**src/rtl/xbus_pkg.sv**
```systemverilog
package xbus_pkg;
  typedef enum logic [1:0] {CH_WR = 2'd0, CH_RD = 2'd1, CH_PF = 2'd2} chan_e;
  typedef enum logic [1:0] {SP_PROG = 2'd0, SP_DATA = 2'd1, SP_IO = 2'd2} space_e;
  localparam int NCH = 3;
endpackage

```
**src/rtl/xbus_pick.sv**
```systemverilog
module xbus_pick #(
  parameter int N = 3
) (
  input  logic [N-1:0] req_i,
  output logic [N-1:0] grant_o
);
  // lowest index wins: write, read, fetch
  for (genvar i = 0; i < N; i++) begin : g_grant
    if (i == 0) begin : g_first
      assign grant_o[i] = req_i[i];
    end else begin : g_rest
      assign grant_o[i] = req_i[i] & ~(|req_i[i-1:0]);
    end
  end
endmodule

```
**src/rtl/xbus_ws_sel.sv**
```systemverilog
module xbus_ws_sel
  import xbus_pkg::*;
#(
  parameter int WSW = 3
) (
  input  space_e             space_i,
  input  logic               hi_i,
  input  logic [4*WSW-1:0]   cfg_i,
  output logic [WSW-1:0]     ws_o
);
  always_comb begin
    unique case (space_i)
      SP_PROG: ws_o = hi_i ? cfg_i[2*WSW-1:WSW] : cfg_i[WSW-1:0];
      SP_DATA: ws_o = cfg_i[3*WSW-1:2*WSW];
      SP_IO:   ws_o = cfg_i[4*WSW-1:3*WSW];
      default: ws_o = '0;
    endcase
  end
endmodule

```
**src/rtl/xbus_glob_chk.sv**
```systemverilog
module xbus_glob_chk #(
  parameter int GMW = 8,
  localparam int IW = $clog2(GMW),
  localparam int CW = $clog2(GMW + 1)
) (
  input  logic [GMW-1:0] map_i,
  input  logic [IW:0]    addr_top_i,  // address MSB + region index
  input  logic           is_data_i,
  output logic           glob_o
);
  logic [CW-1:0] ones;
  logic          run;
  logic [CW-1:0] idx;
  logic [CW-1:0] floor_idx;

  always_comb begin
    ones = '0;
    run  = 1'b1;
    for (int i = GMW - 1; i >= 0; i--) begin
      if (run && map_i[i]) ones = ones + 1'b1;
      else run = 1'b0;
    end
  end

  assign idx       = CW'(addr_top_i[IW-1:0]);
  assign floor_idx = CW'(GMW) - ones;
  assign glob_o    = is_data_i & addr_top_i[IW] & (idx >= floor_idx);
endmodule

```
**src/rtl/xbus_seq.sv**
```systemverilog
module xbus_seq
  import xbus_pkg::*;
#(
  parameter int AW  = 16,
  parameter int DW  = 16,
  parameter int WSW = 3,
  parameter int GMW = 8,
  localparam int IW = $clog2(GMW)
) (
  input  logic             clk_i,
  input  logic             rst_ni,
  input  logic             wr_req_i,
  input  logic             wr_io_i,
  input  logic [AW-1:0]    wr_addr_i,
  input  logic [DW-1:0]    wr_data_i,
  input  logic             rd_req_i,
  input  logic             rd_io_i,
  input  logic [AW-1:0]    rd_addr_i,
  input  logic             pf_req_i,
  input  logic [AW-1:0]    pf_addr_i,
  input  logic [4*WSW-1:0] ws_cfg_i,
  input  logic [GMW-1:0]   gbl_map_i,
  output logic [AW-1:0]    bus_addr_o,
  output logic [DW-1:0]    bus_wdata_o,
  output logic             bus_oe_o,
  input  logic [DW-1:0]    bus_rdata_i,
  output logic             prog_sel_o,
  output logic             data_sel_o,
  output logic             io_sel_o,
  output logic             gbl_no,
  output logic             stall_o,
  output logic             wr_done_o,
  output logic             rd_done_o,
  output logic [DW-1:0]    rd_data_o,
  output logic             pf_done_o,
  output logic [DW-1:0]    pf_data_o
);
  logic [NCH-1:0] pend_q, done_q, req_vec, cur_bit, rest, pick_src, grant;
  logic           act_q, idle, last, cur_glob;
  chan_e          ch_q, nxt_ch;
  logic [WSW-1:0] cnt_q, nxt_ws;
  logic [AW-1:0]  wr_addr_q, rd_addr_q, pf_addr_q, nxt_addr, cur_addr;
  logic [DW-1:0]  wr_data_q, rd_data_q, pf_data_q;
  logic           wr_io_q, rd_io_q;
  space_e         nxt_space, cur_space;

  assign req_vec  = {pf_req_i, rd_req_i, wr_req_i};
  assign idle     = ~(|pend_q);
  assign cur_bit  = NCH'(1) << ch_q;
  assign rest     = pend_q & ~cur_bit;
  assign last     = act_q && (cnt_q == '0);
  assign pick_src = idle ? req_vec : rest;

  xbus_pick #(.N(NCH)) u_pick (.req_i(pick_src), .grant_o(grant));

  always_comb begin
    if (grant[0])      nxt_ch = CH_WR;
    else if (grant[1]) nxt_ch = CH_RD;
    else               nxt_ch = CH_PF;
  end

  // next access attributes: from inputs when idle, else latched copies
  always_comb begin
    unique case (nxt_ch)
      CH_WR: begin
        nxt_addr  = idle ? wr_addr_i : wr_addr_q;
        nxt_space = (idle ? wr_io_i : wr_io_q) ? SP_IO : SP_DATA;
      end
      CH_RD: begin
        nxt_addr  = idle ? rd_addr_i : rd_addr_q;
        nxt_space = (idle ? rd_io_i : rd_io_q) ? SP_IO : SP_DATA;
      end
      default: begin
        nxt_addr  = idle ? pf_addr_i : pf_addr_q;
        nxt_space = SP_PROG;
      end
    endcase
  end

  xbus_ws_sel #(.WSW(WSW)) u_ws (
    .space_i (nxt_space),
    .hi_i    (nxt_addr[AW-1]),
    .cfg_i   (ws_cfg_i),
    .ws_o    (nxt_ws)
  );

  always_comb begin
    unique case (ch_q)
      CH_WR: begin
        cur_addr  = wr_addr_q;
        cur_space = wr_io_q ? SP_IO : SP_DATA;
      end
      CH_RD: begin
        cur_addr  = rd_addr_q;
        cur_space = rd_io_q ? SP_IO : SP_DATA;
      end
      default: begin
        cur_addr  = pf_addr_q;
        cur_space = SP_PROG;
      end
    endcase
  end

  xbus_glob_chk #(.GMW(GMW)) u_glob (
    .map_i      (gbl_map_i),
    .addr_top_i (cur_addr[AW-1 -: IW+1]),
    .is_data_i  (act_q && cur_space == SP_DATA),
    .glob_o     (cur_glob)
  );

  always_ff @(posedge clk_i or negedge rst_ni) begin
    if (!rst_ni) begin
      pend_q    <= '0;
      done_q    <= '0;
      act_q     <= 1'b0;
      ch_q      <= CH_WR;
      cnt_q     <= '0;
      wr_addr_q <= '0;
      rd_addr_q <= '0;
      pf_addr_q <= '0;
      wr_data_q <= '0;
      wr_io_q   <= 1'b0;
      rd_io_q   <= 1'b0;
      rd_data_q <= '0;
      pf_data_q <= '0;
    end else begin
      done_q <= '0;
      if (idle && |req_vec) begin
        pend_q    <= req_vec;
        wr_addr_q <= wr_addr_i;
        wr_data_q <= wr_data_i;
        wr_io_q   <= wr_io_i;
        rd_addr_q <= rd_addr_i;
        rd_io_q   <= rd_io_i;
        pf_addr_q <= pf_addr_i;
        act_q     <= 1'b1;
        ch_q      <= nxt_ch;
        cnt_q     <= nxt_ws;
      end else if (act_q) begin
        if (last) begin
          pend_q <= rest;
          done_q <= cur_bit;
          if (ch_q == CH_RD) rd_data_q <= bus_rdata_i;
          if (ch_q == CH_PF) pf_data_q <= bus_rdata_i;
          if (|rest) begin
            ch_q  <= nxt_ch;
            cnt_q <= nxt_ws;
          end else begin
            act_q <= 1'b0;
          end
        end else begin
          cnt_q <= cnt_q - 1'b1;
        end
      end
    end
  end

  assign bus_addr_o  = act_q ? cur_addr : '0;
  assign bus_oe_o    = act_q && ch_q == CH_WR;
  assign bus_wdata_o = bus_oe_o ? wr_data_q : '0;
  assign prog_sel_o  = act_q && cur_space == SP_PROG;
  assign data_sel_o  = act_q && cur_space == SP_DATA;
  assign io_sel_o    = act_q && cur_space == SP_IO;
  assign gbl_no      = ~cur_glob;
  assign stall_o     = ~idle | (|req_vec);
  assign wr_done_o   = done_q[CH_WR];
  assign rd_done_o   = done_q[CH_RD];
  assign pf_done_o   = done_q[CH_PF];
  assign rd_data_o   = rd_data_q;
  assign pf_data_o   = pf_data_q;
endmodule

```
**config.mk**
```make
export PLATFORM = sky130hd
export DESIGN_NAME = xbus_seq
export DESIGN_NICKNAME = d
export VERILOG_FILES = /design/src/rtl/xbus_pkg.sv /design/src/rtl/xbus_pick.sv /design/src/rtl/xbus_ws_sel.sv /design/src/rtl/xbus_glob_chk.sv /design/src/rtl/xbus_seq.sv
export SDC_FILE = /design/constraint.sdc
export NUM_CORES = 1
export LEC_CHECK = 0
export ABC_AREA = 1
export BUFFER_PORTS_ARGS = -buffer_cell sky130_fd_sc_hd__buf_2
export CORE_MARGIN = 4
export CORE_UTILIZATION = 51
export DETAILED_ROUTE_END_ITERATION = 8
export PLACE_DENSITY = 0.85
export SLEW_MARGIN = 10
export SYNTH_ARGS = -nofsm -noshare
export SYNTH_HDL_FRONTEND = slang
export SYNTH_SLANG_ARGS = --single-unit
```
**constraint.sdc**
```tcl
create_clock -name clk_i -period 9.4 [get_ports clk_i]
set_input_delay 2.82 -clock clk_i [delete_from_list [all_inputs] [get_ports clk_i]]
set_output_delay 2.82 -clock clk_i [all_outputs]
set_load 0.05 [all_outputs]
```
==> key figures <==
Status
  • Status: completed

Detailed routing
  • DRT Pass-1 Iters: 5
  • Detailed Route Iter0 Violations: 333
  • WL per Instance: between 10 and 15 um
  • Detailed Route WL: about 14 mm
  • Detail Route Antenna Nets: 0
  • DRC Markers: 0
  • Vias: just over 5k
  • Post-DR vias/cell: ~4.8

Hold path
  • WHS Path Cells: 2
  • Hold Crit Class: reg -> reg

Finish
  • Commonest cells after routing, fill and taps aside: nand2_1 (307), buf_2 (177), dfrtp_1 (110), inv_1 (87), nor2_1 (43)
  • Layout area overhead: 21.7%
  • Share of layout cells above drive strength 1: between 20% and 30%
  • # diodes: 0
  • Commonest non-fill, non-tap cell in the layout: nand2_1
  • Nets@finish: around 1.0k

STA
  • Max Slew Vio Count: 0
  • Final clock skew: 0.00719 ns
  • Minimum clock period: 8.98 ns
  • Final hold slack: just under 0.5 ns
  • Setup_tns: 0 ns
  • Slew HR: slightly above 40%
  • Fin. Hold Viols: 0
  • Unrepaired setup endpoints after global routing: no
  • Fmax: roughly 0.11 GHz
  • Slew @ Worst Pin: between 0.8 and 0.9 ns
  • Final period utilization: between 90% and 100%
  • Final Setup Violations: 0

Yosys
  • Register area share after synthesis: approximately 49%
  • Syn Inst Count: 747
  • Post-Syn Nets: roughly 870
  • Cell variety after synth: 40
  • Yosys warns: 0
  • Synthesized flop and latch total: 110
  • Post-Synthesis Mean Instance Area: roughly 7.5 sq um
  • Mapped Area: ~5600 sq um

Clock tree
  • Root buffer cell: clkbuf_8
  • H-tree depth: 3
  • Clock Latency Late Sink: between 0.3 and 0.4 ns
  • Setup Fix Bufs, Post-CTS: 0
  • Clk pin slew, worst setup/hold paths: about 0.1 ns
  • TritonCTS sink count: between 100 and 150
  • Cts bufs inserted: 9
  • Clk buf depth: 2
  • TritonCTS clock tree: done

Floorplan
  • Die height: roughly 110 um
  • Initial Util: between 50% and 60%
  • Core Footprint: ~11000 sq um
  • FP Rows: 38
  • Chip width: ~110 um
  • IO Pins: 180
  • Die area: about 13000 sq um

Critical path
  • Reg-to-reg slack, setup: between 6 and 7 ns
  • Reg2reg path depth: 10
  • Critical Path Source Type: input pin
  • Critical path arrival: slightly above 6 ns
  • R2R Path End: pf_data_o[4]
  • Critical Path End Type: output pin
  • Maximum fanout along the worst path: 4
  • Reg2reg start: pend_q[0]
  • CP Launch Point: gbl_map_i[6]
  • Worst path required time: roughly 6.6 ns
  • CP Capture Point: gbl_no
  • Crit path kind: in -> out

GRT
  • Number of global-route vias before repair: around 4.9k
  • First-pass GRT wire length: 22.7 mm
  • Grt total ovfl: 0
  • Initial antenna violation count: 0
  • Largest net degree at the start of global routing: slightly below 90
  • GRT Total Usage: between 20% and 30%

Power and ir drop
  • Switching Share: 53.5%
  • Combinational fraction of design power: between 50 and 60%
  • P_sw: 1.44 mW
  • Clock share of power: 12.2%
  • Power per cell area: around 390 nW/um^2
  • Flop pwr share: ~31%
  • Max rail drop VDD: 345 uV
  • Pint: approximately 1.3 mW
  • Leak: approximately 4 nW

Run
  • Max_cap viols: 0

Place
  • DP HPWL: 10.2 mm
  • Gpl congestion: roughly 0.85
  • Port Buffer Count: 179
## metal layers
layer | vias up | track usage [%] | share of wire (%)
li1 | 2619 | - | -
met1 | 2264 | 29.7 | 44
met2 | 164 | 34.6 | 47
met3 | 12 | 6.15 | 8.5
met4 | 0 | 6.25 | 1.0
met5 | - | 0 | 0
## kinds of logic after synthesis
logic type / Yosys count / synth area share (%)
AO/OA/AOI/OAI: 91 / 8.94
XOR/XNOR: 2 / 0.311
adder cells (fa/ha/maj): 12 / 2.67
buffers and inverters: 124 / 8.85
flip-flops: 110 / 48.9
AND/OR/NAND/NOR: 408 / 30.3
## state kept, by name, summed over array words and instances (netlist names)
signal	flops
wr_data_q	16
ch_q	2
pend_q	3
pf_addr_q	16
wr_io_q	1
rd_data_o	16
rd_io_q	1
wr_addr_q	16
cnt_q	3
act_q	1
pf_data_o	16
done_q	3
rd_addr_q	16
## metrics by stage
step	std cells	cell area [sq um]	setup WS, ns	total power, mW	utilization (%)
6_report	1057	6850	0.418	2.69	63.1
5_1_grt	1057	6850	0.0326	2.89	63.1
4_1_cts	1057	6830	0.220	2.69	63.0
3_5_place_dp	1041	6590	0.231	2.37	60.7
3_3_place_gp	1041	6590	0.395	2.33	60.7
2_1_floorplan	747	5630	0.542	2.01	-
## worst max-delay path, stage by stage
cell and delay (ns):
buf_2 0.12, nand2_2 0.09, inv_1 0.09, ha_1 0.29
nor2_1 0.10, nor2_1 0.06, nand2_1 0.05, o21ai_0 0.12
ha_1 0.34, a21oi_2 0.13, nand2_1 0.07, nand2_1 0.08
o21ai_0 0.08, ha_1 0.28, inv_1 0.03, nor2_1 0.11
nor2_1 0.08, ha_1 0.29, inv_1 0.05, ha_1 0.27
o21ai_0 0.08, nand2_1 0.07, a21oi_1 0.17, nor4_2 0.05
nand3_1 0.09, buf_6 0.16
## Yosys cell counts (all sizes together)
cell,count,area share [%]
nand2,317,22
dfrtp,110,49
inv,97,6.6
o21ai,68,6.3
nor2,53,4.5
nand3,26,2.4
buf,18,1.7
a21oi,12,1.2
ha,12,2.7
clkbuf,9,0.62
nand4,4,0.71
nor3,4,0.44
o22ai,4,0.56
nor4,3,0.33
a21boi,2,0.27
a31oi,1,0.11
a32oi,1,0.16
o21a,1,0.13
o21bai,1,0.13
o31ai,1,0.13
or2,1,0.11
xnor2,1,0.16
xor2,1,0.16
## power by group through the flow
stage	sequential, mW	combinational (mW)	clock (mW)
after floorplan	1.03	0.978	0
after global placement	0.834	1.49	0
after detailed placement	0.840	1.53	0
after CTS	0.835	1.53	0.332
after global routing	0.863	1.67	0.356
final	0.838	1.52	0.327
## layout make-up
class,count,area [sq um]
Fill cell,956,4000
Sequential cell,110,2750
Multi-Input combinational cell,513,2390
Timing Repair Buffer,181,920
Inverter,97,369
Tap cell,140,175
Clock buffer,11,151
Clock inverter,5,88.8
## worst min path at each step
stage                        from            end
finish              rd_addr_q[11]  rd_addr_q[11]
global route         wr_addr_q[7]   wr_addr_q[7]
CTS                  wr_addr_q[6]   wr_addr_q[6]
detailed placement   wr_addr_q[6]   wr_addr_q[6]
global placement     rd_addr_q[5]   rd_addr_q[5]
floorplan            pf_addr_q[0]   pf_addr_q[0]
## repair_timing
item,CTS,global route
endpoints found under the hold margin,0,0
hold buffers,0,0
setup endpoints to repair,0,1
resized for setup,0,7
Note: power is estimated with default switching activity, not from simulation.
